`config.mk`:
```
export PLATFORM = sky130hd
export DESIGN_NAME = excret_resolver
export DESIGN_NICKNAME = d
export VERILOG_FILES = /design/src/rtl/excret_pkg.sv /design/src/rtl/excret_mode_dec.sv /design/src/rtl/excret_rules.sv /design/src/rtl/excret_pc_fix.sv /design/src/rtl/excret_psw_mux.sv /design/src/rtl/excret_resolver.sv
export SDC_FILE = /design/constraint.sdc
export NUM_CORES = 1
export LEC_CHECK = 0
export CAP_MARGIN = 20
export CORE_MARGIN = 10
export CORE_UTILIZATION = 40
export CTS_CLUSTER_DIAMETER = 100
export DETAILED_ROUTE_END_ITERATION = 10
export PLACE_DENSITY = 0.9
export SYNTH_ARGS = -nofsm -noshare
export SYNTH_HDL_FRONTEND = slang
export SYNTH_HIERARCHICAL = 1
export SYNTH_SLANG_ARGS = --single-unit
```
`constraint.sdc`:
```
create_clock -name clk_i -period 0.8 [get_ports clk_i]
set_input_delay 0.08 -clock clk_i [delete_from_list [all_inputs] [get_ports clk_i]]
set_output_delay 0.08 -clock clk_i [all_outputs]
set_load 0.05 [all_outputs]
```
`src/rtl/excret_pkg.sv`:
```
package excret_pkg;
  localparam int PSW_W   = 32;
  localparam int NUM_EL  = 4;
  localparam int EL_W    = $clog2(NUM_EL);
  localparam int MODE_W  = 5;

  localparam int B_STATE = 4;
  localparam int B_THUMB = 5;
  localparam int DAIF_LO = 6;
  localparam int DAIF_HI = 9;
  localparam int B_ILL   = 20;
  localparam int B_STEP  = 21;
  localparam int FLAG_LO = 28;
  localparam int FLAG_HI = 31;

  typedef enum logic [MODE_W-1:0] {
    MODE_USR = 5'h10,
    MODE_FIQ = 5'h11,
    MODE_IRQ = 5'h12,
    MODE_SVC = 5'h13,
    MODE_MON = 5'h16,
    MODE_ABT = 5'h17,
    MODE_HYP = 5'h1A,
    MODE_UND = 5'h1B,
    MODE_SYS = 5'h1F
  } mode32_e;

  typedef struct packed {
    logic            ok;
    logic            aa32;
    logic [EL_W-1:0] el;
  } target_t;

  function automatic logic [PSW_W-1:0] field_mask(input int lo, input int hi);
    logic [PSW_W-1:0] m;
    m = '0;
    for (int i = 0; i < PSW_W; i++) begin
      if (i >= lo && i <= hi) m[i] = 1'b1;
    end
    return m;
  endfunction
endpackage

```
`src/rtl/excret_mode_dec.sv`:
```
module excret_mode_dec
  import excret_pkg::*;
(
  input  logic [MODE_W-1:0] mode_i,
  output target_t           tgt_o
);
  always_comb begin
    tgt_o      = '0;
    tgt_o.aa32 = mode_i[B_STATE];
    if (mode_i[B_STATE]) begin
      case (mode_i)
        MODE_USR: begin tgt_o.ok = 1'b1; tgt_o.el = EL_W'(0); end
        MODE_HYP: begin tgt_o.ok = 1'b1; tgt_o.el = EL_W'(2); end
        MODE_FIQ, MODE_IRQ, MODE_SVC,
        MODE_ABT, MODE_UND, MODE_SYS: begin
          tgt_o.ok = 1'b1;
          tgt_o.el = EL_W'(1);
        end
        default: tgt_o.ok = 1'b0;  // monitor and reserved encodings
      endcase
    end else begin
      tgt_o.ok = !mode_i[1] && (mode_i[3:0] != 4'b0001);
      tgt_o.el = mode_i[3:2];
    end
  end
endmodule

```
`src/rtl/excret_rules.sv`:
```
module excret_rules
  import excret_pkg::*;
(
  input  target_t           tgt_i,
  input  logic [EL_W-1:0]   cur_el_i,
  input  logic              el2_impl_i,
  input  logic              secure_i,
  input  logic              tge_i,
  input  logic [NUM_EL-1:0] el_is64_i,
  output logic              legal_o
);
  logic too_high, no_el2, width_bad, sec_el2, tge_el1;

  always_comb begin
    too_high  = tgt_i.el > cur_el_i;
    no_el2    = (tgt_i.el == EL_W'(2)) && !el2_impl_i;
    width_bad = (tgt_i.el != '0) && (el_is64_i[tgt_i.el] == tgt_i.aa32);
    sec_el2   = (tgt_i.el == EL_W'(2)) && secure_i;
    tge_el1   = (tgt_i.el == EL_W'(1)) && tge_i;
    legal_o   = tgt_i.ok && !(too_high || no_el2 || width_bad || sec_el2 || tge_el1);
  end
endmodule

```
`src/rtl/excret_pc_fix.sv`:
```
module excret_pc_fix #(
  parameter int ADDR_W = 64
) (
  input  logic [ADDR_W-1:0] addr_i,
  input  logic              legal_i,
  input  logic              aa32_i,
  input  logic              thumb_i,
  input  logic [1:0]        tbi_en_i,
  input  logic              two_range_i,
  output logic [ADDR_W-1:0] pc_o
);
  localparam int TAG_W    = 8;
  localparam int TAG_LSB  = ADDR_W - TAG_W;
  localparam int SEL_BIT  = TAG_LSB - 1;
  localparam int NARROW_W = 32;

  logic [NARROW_W-1:0] narrow;
  logic                tag_on;

  always_comb begin
    narrow    = addr_i[NARROW_W-1:0];
    narrow[0] = 1'b0;
    if (!thumb_i) narrow[1] = 1'b0;
    tag_on = tbi_en_i[addr_i[SEL_BIT]];
    pc_o   = addr_i;
    if (legal_i) begin
      if (aa32_i) begin
        pc_o = {{(ADDR_W-NARROW_W){1'b0}}, narrow};
      end else if (tag_on) begin
        pc_o[ADDR_W-1:TAG_LSB] = two_range_i ? {TAG_W{addr_i[SEL_BIT]}} : '0;
      end
    end
  end
endmodule

```
`src/rtl/excret_psw_mux.sv`:
```
module excret_psw_mux
  import excret_pkg::*;
(
  input  logic [PSW_W-1:0]  saved_i,
  input  logic [PSW_W-1:0]  cur_i,
  input  logic              legal_i,
  input  logic [EL_W-1:0]   tgt_el_i,
  input  logic [EL_W-1:0]   cur_el_i,
  input  logic [NUM_EL-1:0] ss_act_i,
  output logic [PSW_W-1:0]  psw_o,
  output logic [EL_W-1:0]   el_o
);
  localparam logic [PSW_W-1:0] TAKE_MASK =
    field_mask(FLAG_LO, FLAG_HI) | field_mask(DAIF_LO, DAIF_HI);

  always_comb begin
    if (legal_i) begin
      psw_o = saved_i;
      el_o  = tgt_el_i;
    end else begin
      psw_o        = (cur_i & ~TAKE_MASK) | (saved_i & TAKE_MASK);
      psw_o[B_ILL] = 1'b1;
      el_o         = cur_el_i;
    end
    if (!ss_act_i[el_o]) psw_o[B_STEP] = 1'b0;
  end
endmodule

```
`src/rtl/excret_resolver.sv`:
```
module excret_resolver
  import excret_pkg::*;
#(
  parameter int ADDR_W = 64
) (
  input  logic              clk_i,
  input  logic              rst_ni,
  input  logic              req_i,
  input  logic [PSW_W-1:0]  saved_psw_i,
  input  logic [EL_W-1:0]   cur_el_i,
  input  logic [ADDR_W-1:0] ret_addr_i,
  input  logic              el2_impl_i,
  input  logic              secure_i,
  input  logic              tge_i,
  input  logic [NUM_EL-1:0] el_is64_i,
  input  logic [1:0]        tbi_en_i,
  input  logic              two_range_i,
  input  logic [NUM_EL-1:0] ss_act_i,
  input  logic [PSW_W-1:0]  cur_psw_i,
  output logic              done_o,
  output logic              legal_o,
  output logic [EL_W-1:0]   new_el_o,
  output logic [PSW_W-1:0]  new_psw_o,
  output logic [ADDR_W-1:0] new_pc_o
);
  target_t           tgt;
  logic              legal_d;
  logic [PSW_W-1:0]  psw_d;
  logic [EL_W-1:0]   el_d;
  logic [ADDR_W-1:0] pc_d;

  excret_mode_dec u_dec (
    .mode_i (saved_psw_i[MODE_W-1:0]),
    .tgt_o  (tgt)
  );

  excret_rules u_rules (
    .tgt_i      (tgt),
    .cur_el_i   (cur_el_i),
    .el2_impl_i (el2_impl_i),
    .secure_i   (secure_i),
    .tge_i      (tge_i),
    .el_is64_i  (el_is64_i),
    .legal_o    (legal_d)
  );

  excret_psw_mux u_psw (
    .saved_i  (saved_psw_i),
    .cur_i    (cur_psw_i),
    .legal_i  (legal_d),
    .tgt_el_i (tgt.el),
    .cur_el_i (cur_el_i),
    .ss_act_i (ss_act_i),
    .psw_o    (psw_d),
    .el_o     (el_d)
  );

  excret_pc_fix #(.ADDR_W(ADDR_W)) u_pc (
    .addr_i      (ret_addr_i),
    .legal_i     (legal_d),
    .aa32_i      (tgt.aa32),
    .thumb_i     (saved_psw_i[B_THUMB]),
    .tbi_en_i    (tbi_en_i),
    .two_range_i (two_range_i),
    .pc_o        (pc_d)
  );

  always_ff @(posedge clk_i or negedge rst_ni) begin
    if (!rst_ni) begin
      done_o    <= 1'b0;
      legal_o   <= 1'b0;
      new_el_o  <= '0;
      new_psw_o <= '0;
      new_pc_o  <= '0;
    end else begin
      done_o <= req_i;
      if (req_i) begin
        legal_o   <= legal_d;
        new_el_o  <= el_d;
        new_psw_o <= psw_d;
        new_pc_o  <= pc_d;
      end
    end
  end
endmodule

```
# After elaboration in Yosys (flattened, before gate mapping)
# Cells that the tools add are included.
# Widths: inputs -> output; s select.
word_totals:
  out_inout_bits: 100
  latch_bits: 0
  memories: 0
  ram_bits: 0
  regBits: 100
  elab_cells: 57
  romBits: 0
classes:
  n_addsub: 0
  eq_ne: 12
  order_cmp: 4
  n_reduce_logical: 16
  div_mod_pow: 0
  n_shift: 0
  bitwise: 1
  mux: 19
  multipliers: 0
op_table:
  columns: ["op", "n"]
  rows:
  - ["$mux 64", 1]
  - ["$mux 56", 1]
  - ["$eq 5x5->1 const B", 8]
  - ["$mux 32", 1]
  - ["$or 28x32->32", 1]
  - ["$mux 8", 3]
  - ["$mux 1", 8]
  - ["$reduce_or 8->1", 1]
  - ["$logic_and 1x1->1", 6]
  - ["$lt 2x3->1 const B", 2]
  - ["$reduce_or 6->1", 1]
  - ["$bmux 1 s2", 2]
  - ["$logic_or 1x1->1", 4]
  - ["$mux 2", 2]
  - ["$ne 4x1->1 const B", 1]
  - ["$pmux 2 s2", 1]
  - ["$logic_not 1->1", 3]
  - ["$eq 2x1->1 const B", 1]
  - ["$eq 2x2->1 const B", 1]
  - ["$gt 2x2->1", 1]
  - ["$lt 1x2->1 const B", 1]
  - ["$reduce_bool 2->1", 1]
  - ["$eq 1x1->1", 1]

# Longest topological paths before layout
depth:
  ltp_word: 17
  mapped_depth: 14

# Cells and area by module
# Netlist, hierarchy kept.
modules_own_cells:
  columns: ["module", "cells_each", "area_per_inst_um2", "instances"]
  rows:
  - ["excret_resolver", 210, 3728.6, 1]
  - ["excret_pc_fix", 72, 516.7, 1]
  - ["excret_psw_mux", 52, 440.4, 1]
  - ["excret_rules", 15, 110.1, 1]
  - ["excret_mode_dec", 14, 95.1, 1]

# Worst setup path after synthesis
# No wires, ideal clock.
synth_path:
  path_type: "input to register"
  startpoint: "input port saved_psw_i[3]"
  endpoint: "register new_psw_o[12]"
  required_ns: 0.675
  setup_slack_ns: -1.630
  n_path_buf: 2
  cell_stages: 12
  arrival_ns: 2.305
  cell_sequence: "nor2_4 -> o21ai_1 -> a31oi_1 -> inv_1 -> ha_1 -> nand2_1 -> o21ai_0 -> o2111a_1 -> buf_6 -> buf_4 -> mux2_2 -> mux2_2"
synth_lines:
  columns: ["element", "line_no", "rtl"]
  rows:
  - ["start, declared", "excret_resolver.sv:9", "input logic [PSW_W-1:0] saved_psw_i,"]
  - ["end signal, assigned", "excret_resolver.sv:80", "new_psw_o <= psw_d;"]
  - ["end, declared", "excret_resolver.sv:23", "output logic [PSW_W-1:0] new_psw_o,"]

==> summary.md <==
Max-cap violations in this run came to 0. The worst register-to-register path ends at new_pc_o[40]. The number of nets in the synthesized netlist is 512. The finished cells cover 0.0104 mm^2. The count of buffers from port buffering is 236, and the summed instance area of the synthesized netlist is 0.00489 mm^2.

The startpoint identified for the worst hold timing path is saved_psw_i[3]. Clock latency on the worst-skew pair, taken at its later pin, is 0.34 ns. The clock-pin slew on the worst setup and hold paths is 0.08 ns.

The final net count was 884. The number of stages on the worst hold path is 3, and the vertical extent of the die is 131 um. Setup-violating endpoint count in the final report: 187. At the worst endpoint, the arrival time is 2.42 ns. The count of nets left with antenna violations once routing finished came out at 0. In the final routed layout, each cell accounts on average for 24.9 um.

The power density of the placed cells was 2070 mW/mm^2; the multi-input gate area in the final layout was 0.00212 mm^2. The met1 routing resource usage after global routing is 22.5%. The async set or reset register ratio after synthesis was 100%. The post-route fraction of the period consumed by the critical path came out at 272%. The synthesis-to-finish area growth is 113%. The critical path in this run is classified as input pin to flip-flop. The tools report the number of violations reported at the end of detailed-routing iteration 0 as 210. STA classifies the critical path endpoint as a flip-flop. The cell that appears most often on the critical path is buf_4. The clock net in this run drives a total of 100 sinks. The initial antenna violation count is 1, and the number of buffers on the longest clock path is 2.

The tools report the register-to-register setup slack as -0.26 ns. The detailed router placed 4456 vias in this run. Across the routed clock network, the largest skew measured is 0 ns. The wire-length estimate of the detail-placed layout is 13900 um.

The ratio of routed vias to standard cells is 5.02, and the number of distinct library cells after synthesis is 32. Required time at the endpoint of the critical path: 1.04 ns. The logs give 0.00907 mm^2 for the post-place instance area and -2.11 ns for the pre-CTS setup slack. For the fmax, the log shows 459 MHz. The run finished, with violations left. The count of state elements after synthesis was 100; the count of pins on the block boundary was 247. Summed over its instances, the top area cell type makes up 51.2% of the synthesized netlist area. The logs give 9 for the clock buffer count from CTS and 6 for the number of warnings issued by yosys.

At the pin with the least slew margin, the transition time is 0.416 ns. Ranked by total cell area, the synthesized netlist is headed by dfrtp_1 (51%), mux2_2 (25%), buf_4 (6.1%), and2_1 (3.1%), mux2_4 (3.1%). The worst register-to-register path begins at new_pc_o[40]. In the global route stage, met3 resource usage came out at 9.02%. The count of H-tree levels built during CTS was 3; the effective utilization at floorplan was 40.7%. Cell taking the most area after synthesis: dfrtp_1. Counting every instance in the synthesized netlist gives 363. Global routing used 24.2% of the available tracks across all layers. The layout cell share with drive strength beyond 1 was 64.6%; the layout filler cell count was 496.

The worst pin sits at a relative slew slack of 72.2%. Last weighted congestion value of the routability-driven placer: 0.789. After floorplanning, the core was divided into 40 placement rows. The largest single stage delay on the critical path is 0.35 ns. Global routing consumed, on the met2 layer, 46.2% of the routing resources. The final count of hold timing violations came out at 0.

The run gives 0 as the number of max-slew violations in the final report. The sequential fraction of the synthesis area came out at 51.2%. The checks that failed: negative setup slack. TritonCTS built the clock tree.

Setup repair after global routing could not meet its margin everywhere. Entering global routing, the biggest net connects 49 pins. The hold path endpoint was new_psw_o[3]. The sequential cells in the finished layout cover a total of 0.00255 mm^2. The final layout contains routed wiring with a total length of 22100 um. The worst hold path belongs to the class input pin to flip-flop.

Number of cells on the worst reg-to-reg path: 3. IR analysis of the VDD net gives a maximum drop of 1.46 mV. The dominant register cell in the synthesized netlist is dfrtp_1. In this run, synthesis inferred 0 flip-flops with an integrated enable. The tree is rooted in a clkbuf_16. The floorplan step defined a core boundary enclosing 0.0120 mm^2. The cell with the largest stage delay on the worst path was o2111a_2. The run gives 0 as the number of remaining DRC errors. Startpoint type of the worst setup path: an input pin. Traced cell by cell, the critical path runs through buf_4 -> nor2_4 -> nand2_2 -> a21boi_2 -> buf_4 -> buf_4 -> buf_4 -> nor2b_1 -> o21ai_0 -> o2111a_2 -> buf_4 -> nand2_4 -> bufbuf_16 -> and2_1 -> mux2_2.

Measured along the x axis, the die boundary spans 131 um. The via count of the first global-routing pass was 5168. Of all nets on the critical path, the largest fanout is 13. Number of iterations in the first detailed-routing pass: 4. The die covers 0.0170 mm^2. The run gives -1.38 ns as the final setup slack of the worst path. The layer with the highest usage was met2. Mean cell area of the mapped netlist: 13.5 um^2. The global-route wire length before repair was 30600 um; the static leakage was 4.63 nW. Global routing finished with a remaining overflow of 0.

The post-route minimum period is 2.18 ns.
==> flip-flops by register name, indices dropped and copies added (netlist names) <==
| signal | cells |
|---|---|
| new_psw_o | 32 |
| new_pc_o | 64 |
| done_o | 1 |
| legal_o | 1 |
| new_el_o | 2 |
==> power by group <==
part / switching [W] / internal, W / leakage [nW]
Clock: 0.00213 / 0.00253 / 0.138
Sequential: 0.000593 / 0.00575 / 1.14
Combinational: 0.00463 / 0.00597 / 3.35
==> cells in the final DEF (no fill, tap or decap), drive strengths merged, types with 3 or more instances in the layout <==
master / instances
nand2b: 3
o21ai: 7
mux2: 122
inv: 6
clkinvlp: 3
clkbuf: 11
and2: 26
nor2: 7
buf: 284
nand2: 5
nor2b: 4
xnor2: 3
clkdlybuf4s50: 128
o21a: 11
dfrtp: 100
==> cell families (layout without fill, tap and decap cells) <==
kind of cell	count (synthesis)	count (layout)	share of synthesized area (%)
other	0	1	0
xor gates and xnor gates	3	3	0.537
muxes	123	123	29.1
DFF	100	100	51.2
adders and majority gates	2	2	0.512
and+or+nand+nor	48	48	6.04
buffers and inverters	61	438	8.60
AOI/OAI and AO/OA	26	26	4.09
==> synthesized netlist by cell type (2+ instances only) <==
cell	count
nand2b_1	3
mux2_1	5
buf_6	4
xnor2_1	3
clkbuf_1	2
nand2_1	5
o21ai_1	2
and2_2	2
ha_1	2
inv_1	6
buf_2	9
mux2_2	107
nor2_1	6
mux2_4	10
o21ai_0	5
a31oi_1	2
buf_4	40
and2_1	24
nor2b_1	4
o21a_1	11
dfrtp_1	100
==> per-layer routing <==
metal,share of wire [%],up-vias
met3,8.0,58
met1,34,2222
met2,55,217
li1,-,1959
met5,0,-
met4,3.6,0
==> stage by stage <==
step | hold WS [ns] | TNS (ns) | power, W | util [%] | cells
floorplan | -0.216 | -79.46 | 0.0100 | - | 363
global placement | -0.0877 | -115.92 | 0.0151 | 75.5 | 811
detailed placement | -0.0879 | -125.74 | 0.0155 | 75.5 | 811
CTS | 0.113 | -99.32 | 0.0210 | 84.5 | 865
global route | 0.125 | -114.62 | 0.0222 | 86.8 | 888
finish | 0.124 | -110.34 | 0.0216 | 86.8 | 888
==> critical path: cells and delay by family <==
family,cells,cell delay [ns]
buf+inv,6,0.95
mux,1,0.26
compound gates,3,0.68
simple gates,5,0.45
==> final cells by class <==
| type | count | area share, % |
|---|---|---|
| Clock inverter | 5 | 0.588 |
| Sequential cell | 100 | 24.5 |
| Multi-Input combinational cell | 202 | 20.3 |
| Timing Repair Buffer | 416 | 50.3 |
| Inverter | 6 | 0.216 |
| Clock buffer | 11 | 2.33 |
| Tap cell | 147 | 1.76 |
| Antenna cell | 1 | 0.0240 |
==> how the worst max path moves through the flow <==
| stage | from | to | cells after the start |
|---|---|---|---|
| 2_1_floorplan | saved_psw_i[3] | new_psw_o[12] | 12 |
| 3_3_place_gp | saved_psw_i[0] | new_psw_o[13] | 12 |
| 3_5_place_dp | saved_psw_i[0] | new_psw_o[21] | 14 |
| 4_1_cts | saved_psw_i[2] | new_psw_o[21] | 14 |
| 5_1_grt | saved_psw_i[0] | new_pc_o[52] | 15 |
| 6_report | saved_psw_i[0] | new_pc_o[52] | 15 |
==> timing repair <==
| item | in CTS | in global routing |
|---|---|---|
| endpoints found under the hold margin | 100 | 0 |
| pin swaps | 11 | 8 |
| gates resized for setup | 144 | 28 |
| hold buffers | 1 | 0 |
| cloned | 2 | 0 |
| setup endpoints to repair | 166 | 192 |
| buffers inserted | 35 | 24 |
No activity file was read; power rests on OpenSTA's default activity.
